==> src/rtl/dft_pkg.sv <==
package dft_pkg;

    typedef enum logic [1:0] {
        ST_IDLE  = 2'd0,
        ST_ACCUM = 2'd1,
        ST_HOLD  = 2'd2
    } dft_state_e;

endpackage

==> src/rtl/dft_window_gen.sv <==
// Bell-shaped window weight computed from the sample position.
// w(n) = min(2^WIN_W - 1, (n * (N - n)) >> (2*N_LOG2 - 2 - WIN_W))
module dft_window_gen #(
    parameter int N_LOG2 = 10,
    parameter int WIN_W  = 12
) (
    input  logic [N_LOG2-1:0] idx_i,
    output logic [WIN_W-1:0]  coef_o
);
    localparam int OP_W = N_LOG2 + 1;
    localparam int PR_W = 2 * OP_W;
    localparam int WSH  = 2 * N_LOG2 - 2 - WIN_W;
    localparam logic [OP_W-1:0] N_VAL = OP_W'(1 << N_LOG2);
    localparam logic [PR_W-1:0] W_MAX = PR_W'((1 << WIN_W) - 1);

    logic [OP_W-1:0] pos;
    logic [OP_W-1:0] rem;
    logic [PR_W-1:0] para;
    logic [PR_W-1:0] scaled;

    always_comb begin
        pos    = {1'b0, idx_i};
        rem    = N_VAL - pos;
        para   = PR_W'(pos) * PR_W'(rem);
        scaled = para >> WSH;
        if (scaled > W_MAX) begin
            coef_o = W_MAX[WIN_W-1:0];
        end else begin
            coef_o = scaled[WIN_W-1:0];
        end
    end
endmodule

==> src/rtl/dft_mac_lane.sv <==
// One multiply-accumulate lane: weighted sample times reference.
module dft_mac_lane #(
    parameter int WX_W  = 25,
    parameter int REF_W = 12,
    parameter int ACC_W = 47
) (
    input  logic                    clk,
    input  logic                    rst_n,
    input  logic                    clr_i,
    input  logic                    en_i,
    input  logic signed [WX_W-1:0]  wx_i,
    input  logic signed [REF_W-1:0] ref_i,
    output logic signed [ACC_W-1:0] acc_o,
    output logic signed [ACC_W-1:0] acc_next_o
);
    localparam int PROD_W = WX_W + REF_W;

    logic signed [PROD_W-1:0] prod;

    always_comb begin
        prod       = PROD_W'(wx_i) * PROD_W'(ref_i);
        acc_next_o = acc_o + {{(ACC_W - PROD_W){prod[PROD_W-1]}}, prod};
    end

    always_ff @(posedge clk or negedge rst_n) begin
        if (!rst_n) begin
            acc_o <= '0;
        end else if (clr_i) begin
            acc_o <= '0;
        end else if (en_i) begin
            acc_o <= acc_next_o;
        end
    end
endmodule

==> src/rtl/dft_seq_ctrl.sv <==
// Measurement sequencer: state register, next-state logic, sample counter.
module dft_seq_ctrl
    import dft_pkg::*;
#(
    parameter int N_LOG2 = 10
) (
    input  logic              clk,
    input  logic              rst_n,
    input  logic              start_i,
    input  logic              sample_valid_i,
    output dft_state_e        state_o,
    output logic              clr_o,
    output logic              acc_en_o,
    output logic              last_o,
    output logic [N_LOG2-1:0] idx_o
);
    localparam logic [N_LOG2-1:0] LAST_IDX = '1;

    dft_state_e state_q;
    dft_state_e state_d;
    logic [N_LOG2-1:0] cnt_q;

    // state register
    always_ff @(posedge clk or negedge rst_n) begin
        if (!rst_n) begin
            state_q <= ST_IDLE;
        end else begin
            state_q <= state_d;
        end
    end

    // outputs and transitions
    always_comb begin
        clr_o    = start_i;
        acc_en_o = 1'b0;
        last_o   = 1'b0;
        state_d  = state_q;
        unique case (state_q)
            ST_IDLE: begin
                if (start_i) state_d = ST_ACCUM;
            end
            ST_ACCUM: begin
                acc_en_o = sample_valid_i && !start_i;
                last_o   = acc_en_o && (cnt_q == LAST_IDX);
                if (start_i)     state_d = ST_ACCUM;
                else if (last_o) state_d = ST_HOLD;
            end
            ST_HOLD: begin
                if (start_i) state_d = ST_ACCUM;
            end
            default: state_d = ST_IDLE;
        endcase
    end

    always_ff @(posedge clk or negedge rst_n) begin
        if (!rst_n) begin
            cnt_q <= '0;
        end else if (start_i) begin
            cnt_q <= '0;
        end else if (acc_en_o) begin
            cnt_q <= cnt_q + 1'b1;
        end
    end

    assign state_o = state_q;
    assign idx_o   = cnt_q;
endmodule

==> src/rtl/dft_bin_correlator.sv <==
module dft_bin_correlator
    import dft_pkg::*;
#(
    parameter int SAMPLE_W = 12,
    parameter int REF_W    = 12,
    parameter int WIN_W    = 12,
    parameter int N_LOG2   = 10,
    parameter int RES_W    = 16
) (
    input  logic                    clk,
    input  logic                    rst_n,
    input  logic                    start_i,
    input  logic                    sample_valid_i,
    input  logic [SAMPLE_W-1:0]     sample_i,
    input  logic signed [REF_W-1:0] cos_i,
    input  logic signed [REF_W-1:0] sin_i,
    output logic signed [RES_W-1:0] real_o,
    output logic signed [RES_W-1:0] imag_o,
    output logic                    done_o
);
    localparam int WX_W   = SAMPLE_W + WIN_W + 1;
    localparam int ACC_W  = WX_W + REF_W + N_LOG2;
    localparam int PEAK_W = (SAMPLE_W - 1) + (REF_W - 1) + WIN_W + N_LOG2;
    localparam int SHIFT  = PEAK_W - (RES_W - 1);

    dft_state_e state;
    logic clr, acc_en, last;
    logic [N_LOG2-1:0] idx;
    logic [WIN_W-1:0]  coef;
    logic signed [SAMPLE_W-1:0] xs;
    logic signed [WX_W-1:0]     wx;
    logic signed [ACC_W-1:0] acc_re, acc_im, nxt_re, nxt_im;
    logic signed [ACC_W-1:0] sh_re, sh_im;

    dft_seq_ctrl #(.N_LOG2(N_LOG2)) ctrl_i (
        .clk(clk), .rst_n(rst_n), .start_i(start_i),
        .sample_valid_i(sample_valid_i), .state_o(state), .clr_o(clr),
        .acc_en_o(acc_en), .last_o(last), .idx_o(idx)
    );

    dft_window_gen #(.N_LOG2(N_LOG2), .WIN_W(WIN_W)) win_i (
        .idx_i(idx), .coef_o(coef)
    );

    // offset binary to signed: invert the top bit
    always_comb begin
        xs = $signed({~sample_i[SAMPLE_W-1], sample_i[SAMPLE_W-2:0]});
        wx = WX_W'(xs) * $signed({1'b0, coef});
    end

    dft_mac_lane #(.WX_W(WX_W), .REF_W(REF_W), .ACC_W(ACC_W)) lane_re_i (
        .clk(clk), .rst_n(rst_n), .clr_i(clr), .en_i(acc_en),
        .wx_i(wx), .ref_i(cos_i), .acc_o(acc_re), .acc_next_o(nxt_re)
    );

    dft_mac_lane #(.WX_W(WX_W), .REF_W(REF_W), .ACC_W(ACC_W)) lane_im_i (
        .clk(clk), .rst_n(rst_n), .clr_i(clr), .en_i(acc_en),
        .wx_i(wx), .ref_i(sin_i), .acc_o(acc_im), .acc_next_o(nxt_im)
    );

    always_comb begin
        sh_re = nxt_re >>> SHIFT;
        sh_im = nxt_im >>> SHIFT;
    end

    // output registers
    always_ff @(posedge clk or negedge rst_n) begin
        if (!rst_n) begin
            real_o <= '0;
            imag_o <= '0;
            done_o <= 1'b0;
        end else begin
            if (start_i) begin
                done_o <= 1'b0;
            end else if (last) begin
                done_o <= 1'b1;
            end
            if (last) begin
                real_o <= sh_re[RES_W-1:0];
                imag_o <= sh_im[RES_W-1:0];
            end
        end
    end
endmodule

==> config.mk <==
export PLATFORM = sky130hd
export DESIGN_NAME = dft_bin_correlator
export DESIGN_NICKNAME = d
export VERILOG_FILES = /design/src/rtl/dft_pkg.sv /design/src/rtl/dft_window_gen.sv /design/src/rtl/dft_mac_lane.sv /design/src/rtl/dft_seq_ctrl.sv /design/src/rtl/dft_bin_correlator.sv
export SDC_FILE = /design/constraint.sdc
export NUM_CORES = 2
export LEC_CHECK = 0
export BUFFER_PORTS_ARGS = -buffer_cell sky130_fd_sc_hd__clkbuf_2
export CORE_ASPECT_RATIO = 0.8
export CORE_MARGIN = 2
export CORE_UTILIZATION = 52
export CTS_CLUSTER_DIAMETER = 40
export DETAILED_ROUTE_END_ITERATION = 10
export PLACE_DENSITY = 0.67
export SYNTH_ARGS = -nofsm -noshare
export SYNTH_HDL_FRONTEND = slang
export SYNTH_SLANG_ARGS = --single-unit
==> constraint.sdc <==
create_clock -name clk -period 34 [get_ports clk]
set_input_delay 1.7 -clock clk [delete_from_list [all_inputs] [get_ports clk]]
set_output_delay 1.7 -clock clk [all_outputs]
set_load 0.01 [all_outputs]
==> run metrics <==
vias in the first global route 30660; cell type with the largest total area after synthesis fa_1; Routed WL 93340 um; top cells by count, synth 828 x inv_1, 688 x fa_1, 569 x nand2_1; Max Clock Skew 0.01296 ns; Setup Fix Bufs, Post-CTS 0; initial antenna violation count 3; DR iter-0 viols 1701; total number of vias 29450; Post-Syn Area 0.03906 mm2; distinct cell type count after synthesis 78; CP startpoint kind register; CP arrival 20.52 ns; clock buffer count from CTS 17; Post-synth EDFFs 0; Final setup viols 0; Worst Setup Path Type reg2reg; remaining global-route overflow 0; Bufs on Longest Clock Path 2; fmax 0.04950 GHz; Pre-antenna DRT Iters 5; Placer Congestion 0.9187; starting density of the core 52.74%; critical path's most frequent cell fa_1; Critical Path RT 34.32 ns; IO Port Bufs 72; post-CTS sizing 0; fin crit period 20.20 ns; H-tree Lvls 4; relative slew slack 32.17%; Syn. warnings 0; run status complete, no violations; crit-path max FO 25; Synth top area share 35.27%; share of layout cells above drive strength 1 4.457%; Max-Cap Viols 0; TritonCTS Sinks 135; crit-path max cell delay 0.59 ns; FF-to-FF setup slack 13.80 ns; root buffer cell clkbuf_16; nature of the critical path endpoint register; Slew Limit Fails 0; Hold Crit Class reg2reg; clock transition at the registers of the reported paths 0.07 ns; final non-filler cell total 5444; ys flop type dfrtp_1; Mapped Cells 4484; dpl hpwl 73230 um; hold buffers post-CTS 0; Die W 310.4 um; CTS tree yes; DIE HEIGHT 249.1 um; row cnt 89; RSZ-0062 raised after global routing no; #FFs+latches synth 135; most numerous cell in the Yosys netlist inv_1; antenna-violating nets left 0; Fin Setup TNS 0 ns; Worst path slowest cell dfrtp_1; IO Count 73; Slew @ Worst Pin 1.017 ns; post-route clock period utilization 59.42%; Final Hold Vio Count 0; vias per cell 5.409; Layout Nets 5570; die area 0.07733 mm2; largest net degree at the start of global routing 76; leading post-synthesis cells by cell area fa_1 35%, ha_1 13%, dfrtp_1 8.6%, inv_1 8.0%, nand2_1 5.5%; DP Cell Count 5413; area delta synth->final 4.962%; overall global routing resource usage 25.32%; core area 0.07405 mm2; Mapped Avg Cell Area 8.710 um2; Synth async-reset ratio 100.0%; Remaining DRCs 0; wire length per cell 17.15 um; sequential area share after synthesis 8.650%; first-pass GRT wire length 158500 um; later-pin clock latency in the skew report 0.44 ns
-- stage by stage --
step | instance area (um2) | utilization, % | hold slack (ns) | worst slack (ns)
after floorplan | 39080 | - | 0.4355 | 15.78
final | 40990 | 55.36 | 0.4572 | 13.80
after CTS | 40990 | 55.36 | 0.4576 | 13.82
after detailed placement | 40390 | 54.54 | 0.4595 | 13.91
after global placement | 40390 | 54.54 | 0.4453 | 14.30
after global routing | 40990 | 55.36 | 0.4919 | 12.52
-- metal layers --
| layer | vias up | track usage [%] | wire length [um] |
|---|---|---|---|
| li1 | 13840 | - | - |
| met3 | 125 | 2.969 | 4053 |
| met2 | 653 | 42.09 | 44690 |
| met1 | 14830 | 35.16 | 42110 |
| met4 | 2 | 6.404 | 2475 |
| met5 | - | 0 | 16 |
-- worst paths after layout --
check	start	end	cells after the start
hold reg to reg	ctrl_i.state_o[1]$_DFFE_PN0P_	ctrl_i.state_o[0]$_DFFE_PN0P_	1
hold / removal	ctrl_i.state_o[1]$_DFFE_PN0P_	ctrl_i.state_o[0]$_DFFE_PN0P_	1
max in group asynchronous	rst_n	lane_im_i.acc_o[20]$_DFFE_PN0P_	2
min in group asynchronous	rst_n	real_o[7]$_DFFE_PN0P_	1
setup reg to reg	ctrl_i.idx_o[0]$_DFFE_PN0P_	imag_o[15]$_DFFE_PN0P_	75
setup / recovery	ctrl_i.idx_o[0]$_DFFE_PN0P_	imag_o[15]$_DFFE_PN0P_	75
-- worst max-delay path: cells and delay by family, from the launching register on --
kind,cells,cell delay [ns]
compound gates,24,5.46
mux,2,0.39
simple gates,14,2.91
flops,1,0.59
xor+xnor,3,0.61
fa+ha+maj,21,8.87
buf+inv,11,1.22
-- sequential cells by signal, indices dropped and copies added (netlist names) --
name	count
lane_re_i.acc_o	45
done_o	1
ctrl_i.idx_o	10
imag_o	16
ctrl_i.state_o	2
real_o	16
lane_im_i.acc_o	45
-- final cells by class --
cell class	count	area, um2
antenna	1	2.502
clock buffer	20	456.7
clock inverter	10	146.4
fill	6885	33060
inverter	828	3108
multi-input combinational	3347	32060
sequential	135	3378
tap	1001	1252
timing repair buffer	102	594.3
-- cell families (layout without fill, tap and decap cells) --
| family | Yosys count | count (layout) | share of synthesized area [%] |
|---|---|---|---|
| AO/OA/AOI/OAI | 641 | 641 | 10.60 |
| XOR/XNOR | 219 | 219 | 4.950 |
| adder cells (fa/ha/maj) | 1099 | 1099 | 48.43 |
| buffers and inverters | 1009 | 960 | 9.723 |
| flip-flops | 135 | 135 | 8.650 |
| multiplexers | 25 | 25 | 0.7144 |
| other | 1 | 9 | 0.009602 |
| AND/OR/NAND/NOR | 1355 | 1355 | 16.92 |
-- layout by cell type, fill, tap and decap left out, types with 15 or more instances in the layout --
master and n:
a21oi_1 219, or3_1 15, nand2_1 568, dfrtp_1 135, ha_1 411, a21o_1 106
clkbuf_16 17, o21bai_1 30, clkbuf_2 70, a31oi_1 19, xor2_1 67, and3_1 24
nand2b_1 107, xnor2_1 138, o21a_1 28, fa_1 688, and2_1 280, nor3_1 30
buf_4 31, mux2_2 23, o21ai_0 88, a211oi_1 20, nor2b_1 85, nand3_1 24
inv_1 828, nor2_1 170
Power is not shown: default switching activity piles up to over one toggle a cycle in this logic, so the estimate is an artifact.
